--- src/rtl/wdog_pkg.sv ---
package wdog_pkg;
  typedef enum logic [1:0] {
    PH_OFF   = 2'd0,
    PH_START = 2'd1,
    PH_COUNT = 2'd2,
    PH_GRACE = 2'd3
  } wd_phase_e;
endpackage

--- src/rtl/wdog_start_delay.sv ---
module wdog_start_delay #(
  parameter int START_DLY = 2
) (
  input  logic clk,
  input  logic rst,
  input  logic clr,
  input  logic run,
  output logic done
);
  localparam int DW = (START_DLY > 1) ? $clog2(START_DLY) : 1;

  logic [DW-1:0] dly_q;

  assign done = (dly_q == DW'(START_DLY - 1));

  always_ff @(posedge clk) begin
    if (rst || clr)
      dly_q <= '0;
    else if (run && !done)
      dly_q <= dly_q + 1'b1;
  end
endmodule

--- src/rtl/wdog_interval_cnt.sv ---
module wdog_interval_cnt #(
  parameter int SEL_W     = 2,
  parameter int BASE_LOG2 = 12,
  parameter int STEP_LOG2 = 3
) (
  input  logic             clk,
  input  logic             rst,
  input  logic             clr,
  input  logic             inc,
  input  logic [SEL_W-1:0] sel,
  output logic             expired
);
  localparam int NUM_SEL = 1 << SEL_W;
  localparam int CNT_W   = BASE_LOG2 + STEP_LOG2 * (NUM_SEL - 1);
  localparam logic [CNT_W-1:0] ONES = {CNT_W{1'b1}};

  logic [CNT_W-1:0] cnt_q;
  logic [CNT_W-1:0] term [NUM_SEL];

  // terminal count per select value: 2^(BASE+STEP*i) - 1
  for (genvar i = 0; i < NUM_SEL; i++) begin : g_term
    localparam int SH = CNT_W - (BASE_LOG2 + STEP_LOG2 * i);
    assign term[i] = ONES >> SH;
  end

  // >= keeps a select lowered mid-count from overrunning
  assign expired = (cnt_q >= term[sel]);

  always_ff @(posedge clk) begin
    if (rst || clr)
      cnt_q <= '0;
    else if (inc)
      cnt_q <= cnt_q + 1'b1;
  end

  // a clear always lands the counter on zero next cycle
  a_r4_clear_zeroes: assert property (@(posedge clk) disable iff (rst)
    clr |=> (cnt_q == '0));
endmodule

--- src/rtl/wdog_grace_cnt.sv ---
module wdog_grace_cnt #(
  parameter int GRACE = 512
) (
  input  logic clk,
  input  logic rst,
  input  logic clr,
  input  logic inc,
  output logic done
);
  localparam int GW = (GRACE > 1) ? $clog2(GRACE) : 1;

  logic [GW-1:0] g_q;

  assign done = (g_q == GW'(GRACE - 1));

  always_ff @(posedge clk) begin
    if (rst || clr)
      g_q <= '0;
    else if (inc && !done)
      g_q <= g_q + 1'b1;
  end

  // the grace count holds when neither cleared nor advancing
  a_r7_grace_hold: assert property (@(posedge clk) disable iff (rst)
    (!clr && !inc) |=> $stable(g_q));
endmodule

--- src/rtl/wdog_supervisor.sv ---
module wdog_supervisor #(
  parameter int SEL_W     = 2,
  parameter int BASE_LOG2 = 12,
  parameter int STEP_LOG2 = 3,
  parameter int GRACE     = 512,
  parameter int START_DLY = 2
) (
  input  logic             clk,
  input  logic             rst,
  input  logic [SEL_W-1:0] interval_sel_i,
  input  logic             irq_enable_i,
  input  logic             reset_enable_i,
  input  logic             restart_i,
  input  logic             flag_clear_i,
  output logic             tmo_flag_o,
  output logic             irq_req_o,
  output logic             wd_reset_o,
  output logic             wd_cause_o
);
  import wdog_pkg::*;

  wd_phase_e phase_q, phase_n;
  logic en_any, expired, g_done, dly_done;
  logic timeout, grace_end, flag_n, pulse_n;
  logic ival_clr, ival_inc, g_clr, g_inc, dly_clr, dly_run;

  assign en_any = irq_enable_i | reset_enable_i;

  // next-phase selection; restart has priority over expiry
  always_comb begin
    phase_n = phase_q;
    if (!en_any) begin
      phase_n = PH_OFF;
    end else begin
      unique case (phase_q)
        PH_OFF:   phase_n = PH_START;
        PH_START: phase_n = dly_done ? PH_COUNT : PH_START;
        PH_COUNT: begin
          if (restart_i)    phase_n = PH_COUNT;
          else if (expired) phase_n = PH_GRACE;
        end
        PH_GRACE: begin
          if (restart_i)    phase_n = PH_COUNT;
          else if (g_done)  phase_n = PH_START;
        end
        default:            phase_n = PH_OFF;
      endcase
    end
  end

  assign timeout   = en_any && (phase_q == PH_COUNT) && expired && !restart_i;
  assign grace_end = en_any && (phase_q == PH_GRACE) && g_done && !restart_i;

  assign ival_clr = (phase_n != PH_COUNT) || restart_i;
  assign ival_inc = (phase_q == PH_COUNT);
  assign g_clr    = (phase_n != PH_GRACE);
  assign g_inc    = (phase_q == PH_GRACE);
  assign dly_clr  = (phase_n != PH_START);
  assign dly_run  = (phase_q == PH_START);

  assign flag_n  = timeout ? 1'b1 : (flag_clear_i ? 1'b0 : tmo_flag_o);
  assign pulse_n = grace_end && reset_enable_i;

  wdog_start_delay #(.START_DLY(START_DLY)) u_dly (
    .clk(clk), .rst(rst), .clr(dly_clr), .run(dly_run), .done(dly_done)
  );

  wdog_interval_cnt #(
    .SEL_W(SEL_W), .BASE_LOG2(BASE_LOG2), .STEP_LOG2(STEP_LOG2)
  ) u_ival (
    .clk(clk), .rst(rst), .clr(ival_clr), .inc(ival_inc),
    .sel(interval_sel_i), .expired(expired)
  );

  wdog_grace_cnt #(.GRACE(GRACE)) u_grace (
    .clk(clk), .rst(rst), .clr(g_clr), .inc(g_inc), .done(g_done)
  );

  always_ff @(posedge clk) begin
    if (rst) begin
      phase_q    <= PH_OFF;
      tmo_flag_o <= 1'b0;
      irq_req_o  <= 1'b0;
      wd_reset_o <= 1'b0;
      wd_cause_o <= 1'b0;
    end else begin
      phase_q    <= phase_n;
      tmo_flag_o <= flag_n;
      irq_req_o  <= flag_n & irq_enable_i;
      wd_reset_o <= pulse_n;
      wd_cause_o <= wd_cause_o | pulse_n;
    end
  end

  // reset output is a single-cycle pulse
  a_r7_pulse_single: assert property (@(posedge clk) disable iff (rst)
    wd_reset_o |=> !wd_reset_o);

  // a pulse needs the reset stage enabled
  a_r7_pulse_enabled: assert property (@(posedge clk) disable iff (rst)
    wd_reset_o |-> $past(reset_enable_i));

  // cause flag never drops without reset
  a_r9_cause_sticky: assert property (@(posedge clk) disable iff (rst)
    wd_cause_o |=> wd_cause_o);

  // both enables low parks the timer
  a_r3_parked_when_off: assert property (@(posedge clk) disable iff (rst)
    !en_any |=> (phase_q == PH_OFF));

  // a request implies the interrupt stage was enabled
  a_r5_irq_gated: assert property (@(posedge clk) disable iff (rst)
    irq_req_o |-> ($past(irq_enable_i) && tmo_flag_o));

  // flag held unless cleared
  a_r6_flag_sticky: assert property (@(posedge clk) disable iff (rst)
    (tmo_flag_o && !flag_clear_i) |=> tmo_flag_o);

  // restart inside grace cancels the reset
  a_r8_restart_cancels: assert property (@(posedge clk) disable iff (rst)
    (phase_q == PH_GRACE && restart_i && en_any) |=>
      (!wd_reset_o && phase_q == PH_COUNT));
endmodule

--- config.mk ---
export PLATFORM = sky130hd
export DESIGN_NAME = wdog_supervisor
export DESIGN_NICKNAME = d
export VERILOG_FILES = /design/src/rtl/wdog_pkg.sv /design/src/rtl/wdog_start_delay.sv /design/src/rtl/wdog_interval_cnt.sv /design/src/rtl/wdog_grace_cnt.sv /design/src/rtl/wdog_supervisor.sv
export SDC_FILE = /design/constraint.sdc
export NUM_CORES = 1
export LEC_CHECK = 0
export BUFFER_PORTS_ARGS = -buffer_cell sky130_fd_sc_hd__buf_2
export CAP_MARGIN = 20
export CORE_UTILIZATION = 59
export DETAILED_ROUTE_END_ITERATION = 16
export GPL_TIMING_DRIVEN = 0
export PLACE_DENSITY = 0.78
export SLEW_MARGIN = 40
export SYNTH_ARGS = -nofsm -noshare
export SYNTH_HDL_FRONTEND = slang
export SYNTH_SLANG_ARGS = --single-unit
export TNS_END_PERCENT = 50
--- constraint.sdc ---
create_clock -name clk -period 5.5 [get_ports clk]
set_input_delay 0.55 -clock clk [delete_from_list [all_inputs] [get_ports clk]]
set_output_delay 0.55 -clock clk [all_outputs]
set_load 0.02 [all_outputs]
# Yosys cells after proc, flatten, opt, wreduce, memory -nomap -nowiden
# Cells that the tools add are included.
[op_classes]
n_addsub = 3
magnitude_cmp = 2
eq_ne = 7
n_mux = 12
n_bitwise = 4
reduce_logical = 17
[ops]
columns = ["operator", "count"]
rows = [
  ["binary-select mux 21 bit (select 2 bit)", 1],
  ["two-way mux 21 bit", 2],
  ["adder 21 x 1 -> 21 bit (second input constant)", 1],
  ["greater-or-equal comparator 21 bit", 1],
  ["two-way mux 2 bit", 6],
  ["adder 9 x 1 -> 9 bit (second input constant)", 1],
  ["equality test 9 bit (second input constant)", 1],
  ["logical AND 1 bit", 9],
  ["one-hot mux 2 bit (4 select lines)", 1],
  ["equality test 2 bit (second input constant)", 2],
  ["logical OR 1 bit", 4],
  ["!= test 2 bit (second input constant)", 2],
  ["greater-or-equal comparator 3 bit (second input constant)", 1],
  ["zero test 1 bit", 3],
  ["inverter 2 -> 3 bit", 1],
  ["equality test 2 x 1 -> 1 bit (second input constant)", 1],
  ["zero test 2 bit", 1],
  ["two-way mux 1 bit", 2],
  ["!= test 2 x 1 -> 1 bit (second input constant)", 1],
  ["OR 1 bit", 2],
  ["adder 1 bit (second input constant)", 1],
  ["AND 1 bit", 1],
]
[totals]
register_bits = 37
inputBits = 8
output_inout_bits = 4

# Logic depth before layout (Yosys ltp)
[depth]
ltp_word = 12
depth_mapped = 10

# By module
# A second synthesis with hierarchy kept.
[unflattened]
cells_unflattened = 218
hier_area_um2 = 1925.6
[by_module_without_submodules]
columns = ["module", "instances", "cells_each", "area_each_um2"]
rows = [
  ["wdog_interval_cnt", 1, 136, 1176.1],
  ["wdog_grace_cnt", 1, 46, 415.4],
  ["wdog_supervisor", 1, 33, 300.3],
  ["wdog_start_delay", 1, 3, 33.8],
]

# Least setup slack after synthesis
# OpenSTA, ideal clock, no wires.
[synth_path]
path_type = "input port to flip-flop"
from = "input interval_sel_i[1]"
to = "register u_grace.g_q[0]"
setup_time_ps = 135
t_arrival_ps = 2003
setup_slack_ps = 3362
path_stages = 7
path_buffers = 0
path_cell_list = "nor2_1 -> ha_1 -> and3_2 -> a31oi_4 -> nor4_4 -> o41ai_4 -> nor2_1"
[synth_via]
elab_chain_cells = 11
[synth_rtl]
columns = ["element", "line_no", "rtl"]
rows = [
  ["start: declaration", "wdog_supervisor.sv:10", "input logic [SEL_W-1:0] interval_sel_i,"],
  ["inverter 2 -> 3 bit (not written as such)", "wdog_interval_cnt.sv:27", "assign expired = (cnt_q >= term[sel]);"],
  ["binary-select mux 21 bit (select 2 bit)", "wdog_interval_cnt.sv:27", ""],
  ["two-way mux 21 bit (not written as such) (2 in a row)", "wdog_interval_cnt.sv:27", ""],
  ["greater-or-equal comparator 21 bit", "wdog_interval_cnt.sv:27", ""],
  ["two-way mux 2 bit", "wdog_supervisor.sv:40", "else if (expired) phase_n = PH_GRACE;"],
  ["two-way mux 2 bit", "wdog_supervisor.sv:39", "if (restart_i) phase_n = PH_COUNT;"],
  ["one-hot mux 2 bit (4 select lines)", "wdog_supervisor.sv:35", "unique case (phase_q)"],
  ["two-way mux 2 bit", "wdog_supervisor.sv:32", "if (!en_any) begin"],
  ["!= test 2 bit", "wdog_supervisor.sv:56", "assign g_clr = (phase_n != PH_GRACE);"],
  ["logical OR 1 bit", "wdog_grace_cnt.sv:17", "if (rst || clr)"],
  ["end signal: assignment", "wdog_grace_cnt.sv:20", "g_q <= g_q + 1'b1;"],
  ["end: declaration", "wdog_grace_cnt.sv:12", "logic [GW-1:0] g_q;"],
]
# No other way between the ends. The select of a mux whose other input is x is not followed.
# A chain may end at the register's enable or synchronous reset.

# Final worst setup path
[layout_path]
from = "input interval_sel_i[1]"
to = "register u_grace.g_q[1]"
# Same word-level chain as after synthesis.

==> results.cfg <==
[outcome]
status = complete, no violations

[critical_path]
start_kind = input port
criticalPathCategory = in -> reg
setup.worst_path.end_class = flip-flop
r2r_slack_ps = 3460
slowest_delay_ps = 610
crit_path_max_fanout = 9
crit_required_ps = 5730
rr_startpoint = u_ival.cnt_q[16]
slowest_stage = o41ai_4
crit_start = interval_sel_i[1]
path_delay_family = compound AO/OA/AOI/OAI gates
critPathBufInv = 1
arrival_ps = 2380
crit_path_frequent_cell = nor2_1
crit_chain = buf_2 -> nor2_1 -> ha_1 -> and3_2 -> a31oi_4 -> nor4_4 -> o41ai_4 -> nor2_1

[cts]
cts.path.max_buffers = 2
cts_max_level = 2
clk_latency_ps = 350
postCtsSetupBuffers = 0
cts_resized = 0
cts_buffers = 5
cts_tree = yes
cts_root_buf = clkbuf_4
hold_buffers = 0
clkTransAtPathRegs_ps = 120
cts.sinks = 37

[placed_design]
post_dp_cell_area_sq_um = 2120
io_buffers = 11
dp_hpwl_mm = 2.79
dp_slack_ps = 2920
gp_congestion = 0.778

[drt]
route.detailed.drc = 0
antenna_left = 0
vias = 1564
routedWlPerCell_um = 13.0
vias_per_cell = 5.57
drt_wl_total_mm = 3.65
dr.first_iter.drc_count = 101
first_pass_iters = 4

[finish]
antenna_cells = 0
fin_nets = 255
design_area_sq_um = 2210
num-fill-cells = 247
areaGrowthSynthToFinish_pct = 9.91
drive_gt1_share_pct = 16.9
final_util_pct = 70.5

[yosys]
synth.most_common_cell = nor2_1
synth_edf_count = 0
syn_avg_cell_area_sq_um = 9.21
netlist.area_leader.share_pct = 36.9
ys_seq_area_share_pct = 36.9
synthArstFlopShare_pct = 0
ys_ff_latch = 37
syn_area_sq_um = 2010
synth_fp_nets = 237
ys_warn_count = 0
synthTopCellsByArea = dfxtp_1 (37%), nor2_1 (8.6%), xnor2_1 (7.0%), ha_1 (6.9%), xor2_1 (5.7%)
syn_inst = 218
ys.flop_type = dfxtp_1
yosys.area.top_type = dfxtp_1
synthTopCellsByCount = nor2_1 (46), dfxtp_1 (37), xnor2_1 (16)
synth.distinct_cells = 41

[timing]
hold_violations = 0
fmax_mhz = 464
slew_violations = 0
skew_ps = 13.4
setup_slack_ps = 3350
setup_viol = 0
fin_tns_setup_ps = 0
max_slew_margin_pct = 60.7
period_share_pct = 39.2
rsz0062_at_grt = no
worst_slew_pin_slew_ps = 587
layout_min_cycle_time_ps = 2150

[global_routing]
grtUsageTotal_pct = 23.6
grt_overflow = 0
antenna_found_initial = 0
grt_pass1_wl_mm = 6.44
grt_max_degree = 13
grt_pass1_vias = 1611

[floorplanning]
core-area_sq_um = 3130
rows = 20
die_h_um = 60.3
die-area_sq_um = 3640
start_util_pct = 64.2
num_io_pins = 12
fp.dieW_um = 60.3

[pwr]
ir_worst_vdd_mv = 0.178
cellPowerDensity_nw_per_um2 = 227
p_total_w = 0.000500
p_leak_nw = 0.810

[job]
drv_cap = 0

[hold_path]
hold_start = rst
hp-class = in -> reg
## path summary, 6_finish.rpt
path,cells after the start,to
hold / removal,2,phase_q[1]
hold reg to reg,1,wd_cause_o
setup / recovery,8,u_grace.g_q[1]
setup reg to reg,6,u_grace.g_q[1]
## where the power goes
part | switching, W | total [W] | internal, W
sequential | 0.00000136 | 0.000271 | 0.000270
combinational | 0.0000163 | 0.0000281 | 0.0000117
clock | 0.0000929 | 0.000201 | 0.000108
total | 0.000111 | 0.000500 | 0.000389
## per-stage QoR
| step | std cells | hold WS, ps |
|---|---|---|
| 4_1_cts | 281 | 409 |
| 5_1_grt | 281 | 416 |
| 6_report | 281 | 422 |
| 3_3_place_gp | 273 | 433 |
| 2_1_floorplan | 218 | 467 |
| 3_5_place_dp | 273 | 451 |
## flip-flops by register name, indices dropped and copies added (netlist names)
| register | count |
|---|---|
| wd_reset_o | 1 |
| u_dly.done | 1 |
| tmo_flag_o | 1 |
| phase_q | 2 |
| u_grace.g_q | 9 |
| u_ival.cnt_q | 21 |
| wd_cause_o | 1 |
| irq_req_o | 1 |
## cell type report
class | instances | area [sq um] | area share (%)
multi-input combinational | 169 | 1190 | 53.8
buffer | 6 | 57.6 | 2.61
timing repair buffer | 11 | 55.1 | 2.50
inverter | 6 | 22.5 | 1.02
clock buffer | 6 | 51.3 | 2.33
clock inverter | 2 | 37.5 | 1.70
sequential | 37 | 741 | 33.6
tap | 44 | 55.1 | 2.50
## metal layers
layer	wire length, um	track usage [%]	share of wire [%]	vias up
met5	0	0	0	-
met4	65	11.6	1.8	0
met3	115	5.63	3.2	7
met2	1820	43.3	50	24
met1	1650	24.9	45	738
li1	-	-	-	795
## kinds of logic after synthesis
logic type	Yosys count	synth area share, %
AO/OA/AOI/OAI	24	10.4
adder cells (fa/ha/maj)	11	6.86
AND/OR/NAND/NOR	102	27.7
multiplexers	3	1.50
buffers and inverters	12	3.99
flip-flops	37	36.9
XOR/XNOR	29	12.7
## layout by cell type (no fill, tap or decap), types with 3 or more instances in the layout
cell,n
o21ai_1,3
nand3_1,8
ha_1,11
nor2_1,46
nand2_1,15
xor2_1,13
a21oi_1,7
inv_1,6
buf_6,4
nor3_1,4
xnor2_1,16
nand4_1,12
clkbuf_4,5
mux2i_1,3
dfxtp_1,37
buf_2,12
Power figures use the tool's default switching activity.
